[config.mk]
export PLATFORM = sky130hd
export DESIGN_NAME = dyn_scale
export DESIGN_NICKNAME = d
export VERILOG_FILES = /design/src/rtl/dyn_scale_pkg.sv /design/src/rtl/dyn_scale_shift_round.sv /design/src/rtl/dyn_scale_saturate.sv /design/src/rtl/dyn_scale.sv
export SDC_FILE = /design/constraint.sdc
export NUM_CORES = 1
export LEC_CHECK = 0
export ABC_AREA = 1
export BUFFER_PORTS_ARGS = -buffer_cell sky130_fd_sc_hd__buf_2
export CAP_MARGIN = 20
export CORE_MARGIN = 2
export CORE_UTILIZATION = 40
export DETAILED_ROUTE_END_ITERATION = 7
export SYNTH_ARGS = -nofsm -noshare
export SYNTH_HDL_FRONTEND = slang
export SYNTH_HIERARCHICAL = 1
export SYNTH_SLANG_ARGS = --single-unit
[constraint.sdc]
create_clock -name clk -period 1.9 [get_ports clk]
set_clock_uncertainty 0.1 [all_clocks]
set_input_delay 0.38 -clock clk [delete_from_list [all_inputs] [get_ports clk]]
set_output_delay 0.38 -clock clk [all_outputs]
set_load 0.01 [all_outputs]
[src/rtl/dyn_scale_pkg.sv]
package dyn_scale_pkg;
  typedef enum logic [1:0] {
    RND_TRUNC   = 2'd0,
    RND_HALF_UP = 2'd1,
    RND_CONV    = 2'd2
  } rnd_mode_e;

  typedef enum logic [1:0] {
    SAT_WRAP = 2'd0,
    SAT_SYM  = 2'd1,
    SAT_ASYM = 2'd2
  } sat_mode_e;
endpackage

[src/rtl/dyn_scale_shift_round.sv]
module dyn_scale_shift_round import dyn_scale_pkg::*; #(
  parameter int        IN_W    = 16,
  parameter int        CHAN_W  = 3,
  parameter int        SEL_W   = 2,
  parameter int        N_SHIFT = 4,
  parameter int        SH_W    = 6,
  parameter int        EXT_W   = 25,
  parameter rnd_mode_e RND     = RND_TRUNC,
  parameter logic [N_SHIFT-1:0][SH_W-1:0] SHIFT_TAB = '0
) (
  input  logic                    clk,
  input  logic                    rst,
  input  logic signed [IN_W-1:0]  in_data,
  input  logic                    in_valid,
  input  logic [CHAN_W-1:0]       in_chan,
  input  logic [SEL_W-1:0]        in_sel,
  output logic signed [EXT_W-1:0] s1_val,
  output logic                    s1_valid,
  output logic [CHAN_W-1:0]       s1_chan
);
  localparam int TAB_FULL = 2 ** SEL_W;

  // Table padded to the full selector range; unused slots give unity gain.
  logic signed [SH_W-1:0] tab_full [TAB_FULL];
  for (genvar i = 0; i < TAB_FULL; i++) begin : g_tab
    if (i < N_SHIFT) begin : g_used
      assign tab_full[i] = SHIFT_TAB[i];
    end else begin : g_pad
      assign tab_full[i] = '0;
    end
  end

  logic signed [SH_W-1:0]  cur_shift;
  logic signed [EXT_W-1:0] cur_rounded;

  // Power-of-two gain with rounding of the discarded fraction.
  function automatic logic signed [EXT_W-1:0] shift_round(
    input logic signed [IN_W-1:0] x,
    input logic signed [SH_W-1:0] s
  );
    logic signed [EXT_W-1:0] xe;
    logic signed [EXT_W-1:0] fl;
    logic [EXT_W-1:0]        frac;
    logic [EXT_W-1:0]        half;
    logic                    bump;
    int                      k;
    xe = {{(EXT_W-IN_W){x[IN_W-1]}}, x};
    if (s >= 0) begin
      return xe <<< s;
    end
    k    = -int'(s);
    fl   = xe >>> k;
    frac = xe & ((EXT_W'(1) << k) - EXT_W'(1));
    half = EXT_W'(1) << (k - 1);
    case (RND)
      RND_HALF_UP: bump = (frac >= half);
      RND_CONV:    bump = (frac > half) || ((frac == half) && fl[0]);
      default:     bump = 1'b0;
    endcase
    return fl + $signed({{(EXT_W-1){1'b0}}, bump});
  endfunction

  assign cur_shift   = tab_full[in_sel];
  assign cur_rounded = shift_round(in_data, cur_shift);

  always_ff @(posedge clk) begin
    if (rst) begin
      s1_valid <= 1'b0;
      s1_val   <= '0;
      s1_chan  <= '0;
    end else begin
      s1_valid <= in_valid;
      s1_val   <= cur_rounded;
      s1_chan  <= in_chan;
    end
  end

  AST_S1_VALID: assert property (@(posedge clk) disable iff (rst)
    in_valid |=> s1_valid);

  AST_ATTEN_SIGN: assert property (@(posedge clk) disable iff (rst)
    (in_valid && cur_shift < 0 && !in_data[IN_W-1]) |=> !s1_val[EXT_W-1]);
endmodule

[src/rtl/dyn_scale_saturate.sv]
module dyn_scale_saturate import dyn_scale_pkg::*; #(
  parameter int        OUT_W  = 12,
  parameter int        CHAN_W = 3,
  parameter int        EXT_W  = 25,
  parameter sat_mode_e SAT    = SAT_WRAP
) (
  input  logic                    clk,
  input  logic                    rst,
  input  logic signed [EXT_W-1:0] in_val,
  input  logic                    in_valid,
  input  logic [CHAN_W-1:0]       in_chan,
  output logic [OUT_W-1:0]        out_data,
  output logic                    out_valid,
  output logic [CHAN_W-1:0]       out_chan,
  output logic                    out_ovf
);
  localparam logic signed [EXT_W-1:0] HI      = (EXT_W'(1) <<< (OUT_W - 1)) - EXT_W'(1);
  localparam logic signed [EXT_W-1:0] LO_FULL = -HI - EXT_W'(1);
  localparam logic signed [EXT_W-1:0] LO      = (SAT == SAT_SYM) ? -HI : LO_FULL;

  logic             range_miss;
  logic [OUT_W-1:0] fitted;

  // Returns {overflow, fitted word}.
  function automatic logic [OUT_W:0] fit_word(input logic signed [EXT_W-1:0] r);
    logic signed [EXT_W-1:0] c;
    logic                    miss;
    miss = (r > HI) || (r < LO);
    if (SAT == SAT_WRAP) begin
      c = r;
    end else if (r > HI) begin
      c = HI;
    end else if (r < LO) begin
      c = LO;
    end else begin
      c = r;
    end
    return {miss, c[OUT_W-1:0]};
  endfunction

  assign {range_miss, fitted} = fit_word(in_val);

  always_ff @(posedge clk) begin
    if (rst) begin
      out_valid <= 1'b0;
      out_ovf   <= 1'b0;
      out_data  <= '0;
      out_chan  <= '0;
    end else begin
      out_valid <= in_valid;
      out_ovf   <= in_valid & range_miss;
      out_data  <= fitted;
      out_chan  <= in_chan;
    end
  end

  AST_VALID_FOLLOW: assert property (@(posedge clk) disable iff (rst)
    !in_valid |=> !out_valid);

  AST_CHAN_FOLLOW: assert property (@(posedge clk) disable iff (rst)
    in_valid |=> (out_valid && out_chan == $past(in_chan)));

  AST_OVF_QUALIFIED: assert property (@(posedge clk) disable iff (rst)
    out_ovf |-> out_valid);

  AST_PASS_THROUGH: assert property (@(posedge clk) disable iff (rst)
    (in_valid && in_val <= HI && in_val >= LO) |=>
      (!out_ovf && out_data == $past(in_val[OUT_W-1:0])));

  if (SAT == SAT_SYM) begin : g_sym_chk
    AST_SYM_FLOOR: assert property (@(posedge clk) disable iff (rst)
      out_valid |-> (out_data != {1'b1, {(OUT_W-1){1'b0}}}));
  end
endmodule

[src/rtl/dyn_scale.sv]
module dyn_scale import dyn_scale_pkg::*; #(
  parameter int        IN_W    = 16,
  parameter int        OUT_W   = 12,
  parameter int        CHAN_W  = 3,
  parameter int        SEL_W   = 2,
  parameter int        N_SHIFT = 4,
  parameter int        SH_W    = 6,
  parameter int        SHMAX   = 8,
  parameter rnd_mode_e RND     = RND_TRUNC,
  parameter sat_mode_e SAT     = SAT_WRAP,
  parameter logic [N_SHIFT-1:0][SH_W-1:0] SHIFT_TAB = {6'h3C, 6'h3F, 6'h02, 6'h00}
) (
  input  logic              clk,
  input  logic              rst,
  input  logic [IN_W-1:0]   smp_in,
  input  logic              smp_in_vld,
  input  logic [CHAN_W-1:0] smp_in_tag,
  input  logic [SEL_W-1:0]  gain_sel,
  output logic [OUT_W-1:0]  smp_out,
  output logic              smp_out_vld,
  output logic [CHAN_W-1:0] smp_out_tag,
  output logic              smp_out_ovf
);
  localparam int EXT_W = IN_W + SHMAX + 1;

  logic signed [EXT_W-1:0] s1_val;
  logic                    s1_valid;
  logic [CHAN_W-1:0]       s1_chan;

  dyn_scale_shift_round #(
    .IN_W(IN_W), .CHAN_W(CHAN_W), .SEL_W(SEL_W), .N_SHIFT(N_SHIFT),
    .SH_W(SH_W), .EXT_W(EXT_W), .RND(RND), .SHIFT_TAB(SHIFT_TAB)
  ) u_shift_round (
    .clk(clk), .rst(rst),
    .in_data($signed(smp_in)), .in_valid(smp_in_vld),
    .in_chan(smp_in_tag), .in_sel(gain_sel),
    .s1_val(s1_val), .s1_valid(s1_valid), .s1_chan(s1_chan)
  );

  dyn_scale_saturate #(
    .OUT_W(OUT_W), .CHAN_W(CHAN_W), .EXT_W(EXT_W), .SAT(SAT)
  ) u_saturate (
    .clk(clk), .rst(rst),
    .in_val(s1_val), .in_valid(s1_valid), .in_chan(s1_chan),
    .out_data(smp_out), .out_valid(smp_out_vld),
    .out_chan(smp_out_tag), .out_ovf(smp_out_ovf)
  );

  AST_RESET_QUIET: assert property (@(posedge clk)
    rst |=> (!smp_out_vld && !smp_out_ovf));
endmodule

# After elaboration in Yosys (flattened, before gate mapping)
# Index checks and enable logic that the tools add are counted.
# totals
ram_bits,0
mem_count,0
latchBits,0
inputBits,24
elab_cells,25
register_bits,46
out_inout_bits,17
rom_bits,0
# classes
addsub,2
n_eq_ne,0
magnitude_cmp,4
n_div,0
bitwise_logic,2
reduce_logical,1
shift,2
n_mul,0
muxes,7
# ops
cell,n
$mux 25,2
$neg 6->32,1
$sshr 16x32->25,1
$add 25x2->25,1
$gt 25x12->1 const B,1
$lt 25x12->1 const B,1
$sshl 16x6->25,1
$bmux 6 s2,1
$mux 6,2
$ge 6x1->1 const B,1
$ge 3x3->1 const B,1
$not 2->3,1
$mux 1,2
$and 1x1->1,1
$logic_or 1x1->1,1

# Depth between registers and ports, before layout
# depth
word_depth,9
depth_mapped,11
ltp_nobuf,11

# Modules after synthesis
# Netlist, hierarchy kept.
# by_module_without_submodules
module,cells_per_inst,seq_area_each_um2,area_each_um2,n_inst
dyn_scale_shift_round,273,480.5,1771.7,1
dyn_scale_saturate,76,340.3,593.1,1

# Worst setup path before layout
# Ideal clock, no wire load.
# synth_path
path_kind,input to register
from,input gain_sel[1]
to,register u_shift_round.s1_val[8]
path_slack_ps,255
arrival_ps,1471
cell_stages,9
path_cell_list,inv_2 ha_1 inv_1 nand2_1 nand2_4 buf_12 nand2_4 or2_0 a31oi_1
# synth_via
elab_chain_cells,8
elab_cells_between_ends,12
cone_classes,add/sub (2); order compare (1); shift (2); mux (6); bitwise (1)
# synth_rtl
element,line_no,rtl
start: declaration,dyn_scale.sv:18,"input logic [SEL_W-1:0] gain_sel,"
$not 2->3 (not written as such) (*),dyn_scale_shift_round.sv:63,assign cur_shift = tab_full[in_sel];
$bmux 6 s2 (*),dyn_scale_shift_round.sv:63,
$mux 6 (not written as such) (*) (2 in series),dyn_scale_shift_round.sv:63,
$neg 6->32,dyn_scale_shift_round.sv:51,k = -int'(s);
$sshr 16x32->25,dyn_scale_shift_round.sv:52,fl = xe >>> k;
$add 25x2->25,dyn_scale_shift_round.sv:60,"return fl + $signed({{(EXT_W-1){1'b0}}, bump});"
$mux 25 (*),dyn_scale_shift_round.sv:51,
end signal: assignment,dyn_scale_shift_round.sv:73,s1_val <= cur_rounded;
end: declaration,dyn_scale_shift_round.sv:17,"output logic signed [EXT_W-1:0] s1_val,"
# Mark *: on every way between the ends. The rest lies on a longest branch, timed or not. The select of a mux whose other input is x is not followed.
# A chain may end at the register's enable or synchronous reset.

# Worst setup path in the final report
# layout_path
from,input gain_sel[1]
to,register u_shift_round.s1_val[13]
# Same word-level chain as after synthesis.

==> impl_metrics.toml <==
[logic_synthesis]
synth_commonest_cells = "nand2_1 (106), dfxtp_1 (41), nor2_1 (41)"
ys.flop_type = "dfxtp_1"
synth.top_cell.area_share = 0.347
synth_fp_nets = 376
yosysWarningCount = 6
synth_seq_cells = 41
synth_edf_count = 0
netlist_area_sq_um = 2360
yosysSeqAreaShare = 0.347
syn_inst = 349
async_reset_ff_frac = 0
syn_area_per_cell_sq_um = 6.78
synth_largest_area_cell = "dfxtp_1"
synth_area_leaders = "dfxtp_1 (35%), nand2_1 (17%), nor2_1 (6.5%), inv_1 (6.2%), nand3_1 (5.7%)"
synth.distinct_cells = 28
yosysMostFrequentCell = "nand2_1"

[sta]
setup_viol = 0
slew_viol_final = 0
fin_setup_tns_ns = 0
min_period_over_period = 0.859
period_minus_slack_ns = 1.63
fmax_mhz = 613
max-slew-margin-rel = 0.745
rsz0062_at_grt = "false"
tightestPinTransition_ns = 0.378
finalHoldViolCount = 0

[critical_path]
arrival_ns = 1.75
worst_setup_path_start_kind = "input pin"
reg2reg_to = "u_saturate/out_ovf"
crit_fanout = 11
reg2reg_depth = 5
required_ns = 2.02
critPathKind = "input pin to flip-flop"
setup.worst_path.end_class = "flip-flop"
ff2ff_setup_slack_ns = 0.86
rr_startpoint = "u_shift_round/s1_val[21]"

[cells_and_area]
ff_latch_area_sq_um = 821
finalInstanceArea_sq_um = 2670
multi_input_area_sq_um = 1150
antenna_cells = 0
drive_gt1_frac = 0.199
num-nets-final = 417
syn2layout_area_growth_pct = 12.9
fill_cells = 641
final_cells = 466

[routing]
dr.pass1.iters = 5
finalWirelength_microns = 4950
vias = 2168
drc = 0
drt_iter0_markers = 92
routedWlPerCell_microns = 10.6
drtAntennaViolNets = 0
routed_via_density = 4.65

[die]
die_w_microns = 80.9
die_area_sq_um = 6540
rows = 28
initial_utilization = 0.407
core_sq_um = 5820
fp.dieH_microns = 80.9
ios = 41

[global_routing]
antenna_found_initial = 0
gr-total-overflow = 0
grt_usage = 0.164
grt_max_degree = 23
grt_pass1_wl_microns = 8400
grt_pass1_vias = 1956

[hold_path]
worstHoldPathCells = 3
min_from = "smp_in_tag[1]"
min_to = "u_shift_round/s1_chan[1]"
hp-class = "input pin to flip-flop"

[place]
io_buffers = 40
dp_cells = 458
dpl_cell_area_sq_um = 2580
dp_hpwl_microns = 3870
place_congestion = 0.884

[clock_tree]
numCtsBuffers = 5
clkTransAtPathRegs_ns = 0.07
cts_root_buffer = "clkbuf_8"
cts-hold-fix-buffers = 0
cts_resized = 0
cts_setup_buffers = 0
h-tree-depth = 2
cts_sinks = 41
clock_latency_ns = 0.28
cts_buffer_depth = 2
cts_tree = "built"

[pwr]
finalPower_mw = 1.91
irDropWorstVdd_mv = 0.373
cellPowerDensity_nw_per_um2 = 717
leakagePower_nw = 1.36

[outcome]
outcome = "complete, no violations"

[job]
maxCapViolCount = 0
[worst max-delay path by stage]
stage / start / to / slack, ns / depth (start not counted)
global route: gain_sel[0] / u_shift_round/s1_val[8] / 0.09 / 11
detailed placement: gain_sel[1] / u_shift_round/s1_val[13] / 0.0003 / 10
global placement: gain_sel[0] / u_shift_round/s1_val[6] / 0.03 / 7
floorplan: gain_sel[1] / u_shift_round/s1_val[8] / 0.26 / 9
finish: gain_sel[1] / u_shift_round/s1_val[13] / 0.27 / 10
CTS: gain_sel[1] / u_shift_round/s1_val[13] / 0.30 / 10
[metal layers]
metal,GRT usage,wire (microns),up-vias
li1,-,-,1169
met1,0.220,2400,919
met2,0.260,2190,73
met3,0.0278,273,7
met4,0.0712,86,0
met5,0,0,-
[per-stage QoR]
stage          hold WS, ns  setup WS [ns]  utilization
2_1_floorplan        0.288          0.255            -
3_3_place_gp         0.289         0.0338        0.444
3_5_place_dp         0.293       0.000345        0.444
4_1_cts              0.190          0.299        0.459
5_1_grt              0.191         0.0885        0.459
6_report             0.201          0.268        0.459
[layout make-up]
cell class	count	share of cell area
Timing Repair Buffer	56	0.129
Inverter	43	0.0652
Clock inverter	1	0.00281
Sequential cell	41	0.308
Tap cell	75	0.0352
Clock buffer	7	0.0286
Multi-Input combinational cell	243	0.431
[critical path, stage by stage]
cell     delay (ns)
buf_2          0.11
inv_2          0.05
ha_1           0.35
inv_1          0.09
nand2_1        0.11
nand2_4        0.14
nor2_2         0.20
o21a_1         0.18
nand3_1        0.08
o21ai_1        0.07
[cells by family (layout without fill, tap and decap cells)]
logic type / Yosys count / count (layout) / share of synthesized area
AO/OA/AOI/OAI: 53 / 53 / 0.131
adder cells (fa/ha/maj): 3 / 3 / 0.0159
flip-flops: 41 / 41 / 0.347
buffers and inverters: 65 / 107 / 0.166
AND/OR/NAND/NOR: 187 / 187 / 0.340
[where the power goes]
group,total [mW],leakage (nW),internal [mW],switching (mW)
registers,0.940,0.338,0.920,0.0201
logic,0.458,0.984,0.177,0.281
clock network,0.517,0.0385,0.259,0.258
total,1.91,1.36,1.36,0.559
[sequential cells by signal (all words and copies together), names as in the netlist]
| register | flops |
|---|---|
| u_shift_round/s1_chan | 3 |
| u_shift_round/s1_val | 20 |
| u_saturate/out_valid | 1 |
| u_shift_round/s1_valid | 1 |
| u_saturate/out_ovf | 1 |
| u_saturate/out_data | 12 |
| u_saturate/out_chan | 3 |
[cell usage in the layout, fill, tap and decap left out, types with 2 or more instances in the layout]
cell | netlist | layout
dfxtp_1 | 41 | 41
ha_1 | 3 | 3
o21ai_0 | 17 | 17
a21oi_1 | 18 | 18
nand2_4 | 3 | 3
o21ai_2 | 2 | 2
nand3_2 | 3 | 3
clkbuf_1 | 0 | 2
clkbuf_8 | 1 | 5
nor2_4 | 2 | 2
inv_1 | 39 | 39
buf_12 | 1 | 2
nand2_1 | 106 | 106
nor2_1 | 41 | 41
buf_2 | 1 | 40
nand3_1 | 27 | 27
o21a_1 | 3 | 3
a22oi_1 | 7 | 7
inv_2 | 3 | 3
a31oi_1 | 2 | 2
buf_4 | 9 | 14
a21boi_0 | 2 | 2
nand4_1 | 3 | 3
Note: power is estimated with default switching activity, not from simulation.
